[config.mk]
export PLATFORM = sky130hd
export DESIGN_NAME = prio_irq_unit
export DESIGN_NICKNAME = d
export VERILOG_FILES = /design/src/rtl/pirq_pkg.sv /design/src/rtl/pirq_regs.sv /design/src/rtl/pirq_arbiter.sv /design/src/rtl/pirq_master_en.sv /design/src/rtl/pirq_ack_fsm.sv /design/src/rtl/prio_irq_unit.sv
export SDC_FILE = /design/constraint.sdc
export NUM_CORES = 1
export LEC_CHECK = 0
export BUFFER_PORTS_ARGS = -buffer_cell sky130_fd_sc_hd__buf_2
export CAP_MARGIN = 20
export CELL_PAD_IN_SITES_DETAIL_PLACEMENT = 0
export CELL_PAD_IN_SITES_GLOBAL_PLACEMENT = 1
export CORE_MARGIN = 2
export CORE_UTILIZATION = 32
export CTS_CLUSTER_SIZE = 12
export DETAILED_ROUTE_END_ITERATION = 10
export PLACE_DENSITY_LB_ADDON = 0.25
export SYNTH_ARGS = -nofsm -noshare
export SYNTH_HDL_FRONTEND = slang
export SYNTH_SLANG_ARGS = --single-unit
[constraint.sdc]
create_clock -name clk -period 2.94 [get_ports clk]
set_clock_uncertainty 0.15 [all_clocks]
set_input_delay 0.588 -clock clk [delete_from_list [all_inputs] [get_ports clk]]
set_output_delay 0.588 -clock clk [all_outputs]
set_load 0.01 [all_outputs]
[src/rtl/pirq_pkg.sv]
package pirq_pkg;

    typedef enum logic [1:0] {
        ME_OFF   = 2'd0,
        ME_ARMED = 2'd1,
        ME_ON    = 2'd2
    } me_state_e;

    typedef enum logic [1:0] {
        ACK_IDLE = 2'd0,
        ACK_HIT  = 2'd1,
        ACK_MISS = 2'd2
    } ack_state_e;

endpackage

[src/rtl/pirq_regs.sv]
module pirq_regs #(
    parameter int          NSRC      = 5,
    parameter logic [15:0] FLAG_ADDR = 16'hFF0F,
    parameter logic [15:0] EN_ADDR   = 16'hFFFF
) (
    input  logic            clk,
    input  logic            rst_n,
    input  logic [15:0]     reg_addr,
    input  logic            reg_wr_en,
    input  logic [7:0]      reg_wdata,
    output logic [7:0]      reg_rdata,
    input  logic [NSRC-1:0] req_set,
    input  logic [NSRC-1:0] req_clr,
    input  logic [NSRC-1:0] ack_clr,
    output logic [NSRC-1:0] flag_q,
    output logic [NSRC-1:0] en_q
);
    localparam int UNUSED_W = 8 - NSRC;
    localparam logic [7:0] UPPER_ONES = 8'hFF << NSRC;

    logic [7:0]      en_full_q;
    logic [NSRC-1:0] flag_d;
    logic            wr_flag;
    logic            wr_en_reg;

    assign wr_flag   = reg_wr_en && (reg_addr == FLAG_ADDR);
    assign wr_en_reg = reg_wr_en && (reg_addr == EN_ADDR);

    always_comb begin
        flag_d = flag_q;
        if (wr_flag) begin
            flag_d = reg_wdata[NSRC-1:0];
        end
        flag_d = (flag_d & ~req_clr & ~ack_clr) | req_set;
    end

    always_ff @(posedge clk) begin
        if (!rst_n) begin
            flag_q    <= '0;
            en_full_q <= '0;
        end else begin
            flag_q <= flag_d;
            if (wr_en_reg) begin
                en_full_q <= reg_wdata;
            end
        end
    end

    assign en_q = en_full_q[NSRC-1:0];

    always_comb begin
        reg_rdata = 8'h00;
        if (reg_addr == FLAG_ADDR) begin
            reg_rdata = UPPER_ONES | {{UNUSED_W{1'b0}}, flag_q};
        end else if (reg_addr == EN_ADDR) begin
            reg_rdata = en_full_q;
        end
    end

    AST_SET_WINS: assert property (@(posedge clk) disable iff (!rst_n)
        (|req_set) |=> ((flag_q & $past(req_set)) == $past(req_set))) else $error("set lost");

    AST_ACK_CLEARS: assert property (@(posedge clk) disable iff (!rst_n)
        (|(ack_clr & ~req_set)) |=> ((flag_q & $past(ack_clr & ~req_set)) == '0)) else $error("ack clear");

endmodule

[src/rtl/pirq_arbiter.sv]
module pirq_arbiter #(
    parameter int         NSRC       = 5,
    parameter logic [7:0] VEC_BASE   = 8'h40,
    parameter int         VEC_STRIDE = 8
) (
    input  logic            clk,
    input  logic            rst_n,
    input  logic [NSRC-1:0] cand,
    output logic [NSRC-1:0] grant,
    output logic            any,
    output logic [7:0]      vector
);
    logic [NSRC:0] lower_seen;

    assign lower_seen[0] = 1'b0;

    for (genvar i = 0; i < NSRC; i++) begin : g_chain
        assign grant[i]        = cand[i] & ~lower_seen[i];
        assign lower_seen[i+1] = lower_seen[i] | cand[i];
    end

    assign any = lower_seen[NSRC];

    always_comb begin
        vector = 8'h00;
        for (int i = 0; i < NSRC; i++) begin
            if (grant[i]) begin
                vector = vector | (VEC_BASE + 8'(i * VEC_STRIDE));
            end
        end
    end

    AST_GRANT_ONEHOT: assert property (@(posedge clk) disable iff (!rst_n)
        $onehot0(grant)) else $error("multi grant");

    AST_GRANT_IN_CAND: assert property (@(posedge clk) disable iff (!rst_n)
        (grant & ~cand) == '0) else $error("grant outside cand");

endmodule

[src/rtl/pirq_master_en.sv]
module pirq_master_en
    import pirq_pkg::*;
(
    input  logic clk,
    input  logic rst_n,
    input  logic core_ei,
    input  logic core_di,
    input  logic core_step,
    output logic mie
);
    me_state_e state_q, state_d;

    always_ff @(posedge clk) begin
        if (!rst_n) begin
            state_q <= ME_OFF;
        end else begin
            state_q <= state_d;
        end
    end

    always_comb begin
        state_d = state_q;
        if (core_di) begin
            state_d = ME_OFF;
        end else begin
            unique case (state_q)
                ME_OFF:   if (core_ei)   state_d = ME_ARMED;
                ME_ARMED: if (core_step) state_d = ME_ON;
                ME_ON:    state_d = ME_ON;
                default:  state_d = ME_OFF;
            endcase
        end
    end

    always_comb begin
        mie = (state_q == ME_ON);
    end

    AST_DI_IMMEDIATE: assert property (@(posedge clk) disable iff (!rst_n)
        core_di |=> !mie) else $error("di late");

    AST_EI_NEEDS_STEP: assert property (@(posedge clk) disable iff (!rst_n)
        $rose(mie) |-> $past(core_step)) else $error("ei early");

endmodule

[src/rtl/pirq_ack_fsm.sv]
module pirq_ack_fsm
    import pirq_pkg::*;
#(
    parameter int         NSRC     = 5,
    parameter logic [3:0] SVC_COST = 4'd5
) (
    input  logic            clk,
    input  logic            rst_n,
    input  logic            svc_req,
    input  logic            gate,
    input  logic            any,
    input  logic [NSRC-1:0] grant,
    input  logic [7:0]      vector,
    output logic [NSRC-1:0] ack_clr,
    output logic            svc_done,
    output logic            svc_hit,
    output logic [7:0]      svc_vector,
    output logic [3:0]      svc_cost
);
    ack_state_e state_q, state_d;
    logic [7:0] vec_q;
    logic       take;

    assign take    = svc_req && gate && any;
    assign ack_clr = take ? grant : '0;

    always_comb begin
        state_d = ACK_IDLE;
        if (svc_req) begin
            state_d = take ? ACK_HIT : ACK_MISS;
        end
    end

    always_ff @(posedge clk) begin
        if (!rst_n) begin
            state_q <= ACK_IDLE;
            vec_q   <= '0;
        end else begin
            state_q <= state_d;
            if (svc_req) begin
                vec_q <= take ? vector : 8'h00;
            end
        end
    end

    always_comb begin
        svc_done   = 1'b0;
        svc_hit    = 1'b0;
        svc_vector = 8'h00;
        svc_cost   = 4'd0;
        unique case (state_q)
            ACK_IDLE: ;
            ACK_HIT: begin
                svc_done   = 1'b1;
                svc_hit    = 1'b1;
                svc_vector = vec_q;
                svc_cost   = SVC_COST;
            end
            ACK_MISS: begin
                svc_done = 1'b1;
            end
            default: ;
        endcase
    end

    AST_GATED_MISS: assert property (@(posedge clk) disable iff (!rst_n)
        (svc_req && !gate) |=> (svc_done && !svc_hit)) else $error("gated hit");

    AST_DONE_FOLLOWS_REQ: assert property (@(posedge clk) disable iff (!rst_n)
        svc_req |=> svc_done) else $error("no done");

endmodule

[src/rtl/prio_irq_unit.sv]
module prio_irq_unit #(
    parameter int          NSRC       = 5,
    parameter logic [15:0] FLAG_ADDR  = 16'hFF0F,
    parameter logic [15:0] EN_ADDR    = 16'hFFFF,
    parameter logic [7:0]  VEC_BASE   = 8'h40,
    parameter int          VEC_STRIDE = 8,
    parameter logic [3:0]  SVC_COST   = 4'd5
) (
    input  logic            clk,
    input  logic            rst_n,
    input  logic [15:0]     reg_addr,
    input  logic            reg_wr_en,
    input  logic [7:0]      reg_wdata,
    output logic [7:0]      reg_rdata,
    input  logic [NSRC-1:0] req_set,
    input  logic [NSRC-1:0] req_clr,
    input  logic            core_halted,
    input  logic            core_ei,
    input  logic            core_di,
    input  logic            core_step,
    output logic            mie,
    input  logic            svc_req,
    output logic            svc_done,
    output logic            svc_hit,
    output logic [7:0]      svc_vector,
    output logic [3:0]      svc_cost
);
    logic [NSRC-1:0] flag_q;
    logic [NSRC-1:0] en_q;
    logic [NSRC-1:0] cand;
    logic [NSRC-1:0] grant;
    logic [NSRC-1:0] ack_clr;
    logic            any;
    logic            gate;
    logic [7:0]      vector;

    pirq_regs #(
        .NSRC(NSRC), .FLAG_ADDR(FLAG_ADDR), .EN_ADDR(EN_ADDR)
    ) regs_i (
        .clk(clk), .rst_n(rst_n),
        .reg_addr(reg_addr), .reg_wr_en(reg_wr_en), .reg_wdata(reg_wdata),
        .reg_rdata(reg_rdata),
        .req_set(req_set), .req_clr(req_clr), .ack_clr(ack_clr),
        .flag_q(flag_q), .en_q(en_q)
    );

    assign cand = flag_q & en_q;

    pirq_arbiter #(
        .NSRC(NSRC), .VEC_BASE(VEC_BASE), .VEC_STRIDE(VEC_STRIDE)
    ) arb_i (
        .clk(clk), .rst_n(rst_n),
        .cand(cand), .grant(grant), .any(any), .vector(vector)
    );

    pirq_master_en me_i (
        .clk(clk), .rst_n(rst_n),
        .core_ei(core_ei), .core_di(core_di), .core_step(core_step),
        .mie(mie)
    );

    assign gate = mie | core_halted;

    pirq_ack_fsm #(
        .NSRC(NSRC), .SVC_COST(SVC_COST)
    ) ack_i (
        .clk(clk), .rst_n(rst_n),
        .svc_req(svc_req), .gate(gate), .any(any), .grant(grant), .vector(vector),
        .ack_clr(ack_clr),
        .svc_done(svc_done), .svc_hit(svc_hit),
        .svc_vector(svc_vector), .svc_cost(svc_cost)
    );

    AST_UNGATED_FLAGS_HOLD: assert property (@(posedge clk) disable iff (!rst_n)
        (svc_req && !mie && !core_halted && !reg_wr_en && req_set == '0 && req_clr == '0)
        |=> $stable(flag_q)) else $error("flags moved");

endmodule

# Word level (Yosys, flattened, before mapping)
# Cells that the tools add are included.
classes:
  n_eq_ne: 8
  mux: 18
  n_bitwise: 20
  n_reduce_logical: 9
op_table:
  columns: ["cell", "count"]
  rows:
  - ["2-to-1 mux 7 bit", 6]
  - ["== test 16 bit (second input constant)", 2]
  - ["2-to-1 mux 8 bit", 3]
  - ["bitwise AND 5 bit", 3]
  - ["2-to-1 mux 5 bit", 2]
  - ["inverter 5 bit", 2]
  - ["2-to-1 mux 2 bit", 3]
  - ["one-hot mux 2 bit (3 select lines)", 1]
  - ["inverter 1 bit", 5]
  - ["OR 1 bit", 5]
  - ["OR 5 bit", 1]
  - ["bitwise AND 1 bit", 4]
  - ["== test 2 x 1 -> 1 bit (second input constant)", 2]
  - ["== test 2 bit (second input constant)", 2]
  - ["logical AND 1 bit", 4]
  - ["!= test 2 bit (second input constant)", 2]
  - ["AND reduction 2 bit", 2]
  - ["OR reduction 2 bit", 2]
  - ["2-to-1 mux 3 bit", 1]
  - ["zero test 2 bit", 1]
  - ["2-to-1 mux 1 bit", 2]
word_totals:
  ff_bits: 25
  input_bits: 42
  out_inout_bits: 23
  word_cells: 60

# Longest topological paths before layout
depth:
  ltp_word: 10
  mapped_depth: 6
  depth_no_buf: 6

# Hierarchy
# Synthesis repeated with hierarchy kept, for this count alone.
unflattened:
  hier_cells: 190
  area_unflattened_um2: 1641.6
modules_own_cells:
  columns: ["mod", "n_inst", "cells_per_inst", "area_each_um2", "seq_area_each_um2"]
  rows:
  - ["pirq_regs", 1, 85, 762.0, 260.2]
  - ["pirq_ack_fsm", 1, 63, 566.8, 200.2]
  - ["pirq_master_en", 1, 17, 157.7, 40.0]
  - ["pirq_arbiter", 1, 19, 117.6, 0.0]
  - ["prio_irq_unit", 1, 6, 37.5, 0.0]

# Worst setup path after synthesis
# No wires, ideal clock.
synth_timing:
  path_kind: "in2out"
  start: "input port reg_addr[4]"
  end: "output port reg_rdata[0]"
  arrival_time_ps: 1825
  required_ps: 2202
  path_slack_ps: 377
  path_stages: 3
  path_buffers: 0
  cell_sequence: "or4_4 > nor4_4 > a22o_1"
synth_between:
  elab_chain_cells: 3
  elab_cells_between_ends: 4
  cone_classes: "eq/ne: 2; mux: 2"
synth_rtl:
  columns: ["element", "line_no", "source"]
  rows:
  - ["from (decl)", "prio_irq_unit.sv:11", "input logic [15:0] reg_addr,"]
  - ["== test 16 bit", "pirq_regs.sv:55", "end else if (reg_addr == EN_ADDR) begin"]
  - ["2-to-1 mux 8 bit", "pirq_regs.sv:55", null]
  - ["2-to-1 mux 8 bit *", "pirq_regs.sv:53", "if (reg_addr == FLAG_ADDR) begin"]
  - ["to (decl)", "prio_irq_unit.sv:14", "output logic [7:0] reg_rdata,"]
# Every way passes the cells marked *; elsewhere a longest branch is shown, timed or not.

# Worst setup path in the final report
# Ends and elaborated chain as after synthesis.

==> flow_summary.toml <==
[finish]
final_cell_mix = "buf_2, dfxtp_1, a21boi_0"
nets = 253
register_area_um2 = 420
drive_above_1_share_pct = 37.4
antennaDiodeCount = 0
layout_commonest_cell = "buf_2"
fillers = 415
multi_input_area_um2 = 782
stdcell_count = 256
synthToLayoutAreaGrowth_pct = 29.1

[placement]
dp_hpwl_um = 2690
place_inst = 252
io_buffers = 58
gp_congestion = 0.759

[worst_hold_path]
min_path_type = "flop to flop"

[timing]
rsz0062_at_grt = "no"
setup_viol_count_final = 0
fmax_ghz = 0.360
period_minus_slack_ns = 2.78
hold_violations = 0
slew_violations = 0
finalSetupTns_ns = 0
worst_pin_slew_ns = 0.625
slew-limit-headroom_pct = 58.4
post-route-period-util_pct = 94.4

[clock_network]
cts_resized = 0
clock-root-buffer = "clkbuf_8"
clk_latency_ns = 0.26
hold_buffers = 0
cts_tree = "built"
htreeDepth = 1
postCtsSetupRepairBufs = 0
path_clk_slew_ns = 0.08
clock_path_buffers = 2
cts.sinks = 21
numCtsBuffers = 3

[global_route]
grt_pass1_wl_um = 5380
gr-total-overflow = 0
track_usage_pct = 15.6
grt_max_degree = 26
antenna_found_initial = 0
grt_pass1_vias = 1237

[die]
start_util_pct = 32.7
io_pins = 65
core_um2 = 3940
die_y_um = 67.5
fp-row-count = 23
dieArea_um2 = 4550
die_x_um = 67.5

[logic_synthesis]
synth_ff_type = "dfxtp_1"
synth_cell_types = 40
synth-seq-area-share_pct = 32.6
yosysWarnings = 0
synth_area_um2 = 1290
synth_seq_cells = 21
async_reset_ff_share_pct = 0
syn_avg_cell_area_um2 = 8.77
synth_edf_count = 0
synthCells = 147

[status]
status = "finished clean"

[setup_path]
path_class = "input pin to primary output"
cp_max_fo = 5
critPathRequiredTime_ns = 2.20
arrival_ns = 2.04
cp-start-kind = "input pin"
end_kind = "primary output"

[drt]
wl_per_cell_um = 13.5
initialDrtViolationCount = 41
dr.pass1.iters = 4
drc = 0
routed_wl_um = 3460
ant_nets = 0
num_vias = 1308
drt-vias-per-instance = 5.11

[pwr]
power_leakage_nw = 0.774
power_mw = 0.568
vdd_drop_max_v = 0.000157
power_density_nw_per_um2 = 341

[job]
drv_cap = 0
critical path: stages:
cell and delay [ns]:
buf_2 0.10, or4_4 0.57, nor4_4 0.31, buf_4 0.19, a22o_1 0.15, buf_2 0.13
final cells by class:
class	count	share of cell area, %
well taps	50	3.76
multi-input cells	111	47.0
inverters	7	1.58
clock buffers	4	2.71
flip-flops and latches	21	25.3
repair buffers	63	19.7
cell families after synthesis:
family / share of synthesized area (%)
AO/OA/AOI/OAI: 30.8
AND/OR/NAND/NOR: 23.5
flip-flops: 32.6
buffers and inverters: 8.16
adder cells (fa/ha/maj): 3.88
multiplexers: 0.777
other: 0.291
state kept, by name, summed over array words and instances, names as in the netlist:
signal,flops
regs_i.flag_q,5
ack_i.state_q,2
ack_i.vec_q,4
me_i.state_q,2
regs_i.en_full_q,8
metrics by stage:
stage               setup WS (ns)  utilization (%)  instance area [um2]  hold slack (ns)
finish                      0.163             42.2                 1660            0.344
global route               0.0803             42.2                 1660            0.351
CTS                         0.140             42.2                 1660            0.343
detailed placement          0.141             41.1                 1620            0.333
global placement            0.164             41.1                 1620            0.311
floorplan                   0.377                -                 1310            0.299
report_power, final:
group	total [mW]	switching [mW]	internal (mW)
combinational	0.0782	0.0400	0.0383
clock	0.192	0.0959	0.0965
sequential	0.297	0.00648	0.291
Yosys cell counts, drive strengths merged (5+ instances only):
library cell | count | area (um2)
nand2 | 8 | 30.0
o21ai | 10 | 50.1
inv | 7 | 26.3
a22o | 5 | 43.8
nand3 | 10 | 50.1
dfxtp | 21 | 420
a21boi | 12 | 90.1
nand4 | 5 | 31.3
and2 | 9 | 56.3
buf | 9 | 63.8
worst paths after layout:
path	start	to	slack, ns	cells after the start
max	reg_addr[4]	reg_rdata[0]	0.16	6
max reg2reg	me_i.state_q[0]$_SDFFE_PP0P_	regs_i.flag_q[1]$_SDFF_PN0_	1.04	6
min reg2reg	regs_i.en_full_q[5]$_SDFFE_PN0P_	regs_i.en_full_q[5]$_SDFFE_PN0P_	0.34	2
min	regs_i.en_full_q[5]$_SDFFE_PN0P_	regs_i.en_full_q[5]$_SDFFE_PN0P_	0.34	2
per-layer routing:
layer | wire length, um | part of all wire, % | up-vias | GRT usage [%]
li1 | - | - | 659 | -
met1 | 1500 | 43 | 613 | 17.7
met2 | 1790 | 52 | 34 | 28.9
met3 | 153 | 4.4 | 2 | 2.67
met4 | 18 | 0.52 | 0 | 5.36
met5 | 0 | 0 | - | 0
Note: power is estimated with default switching activity, not from simulation.
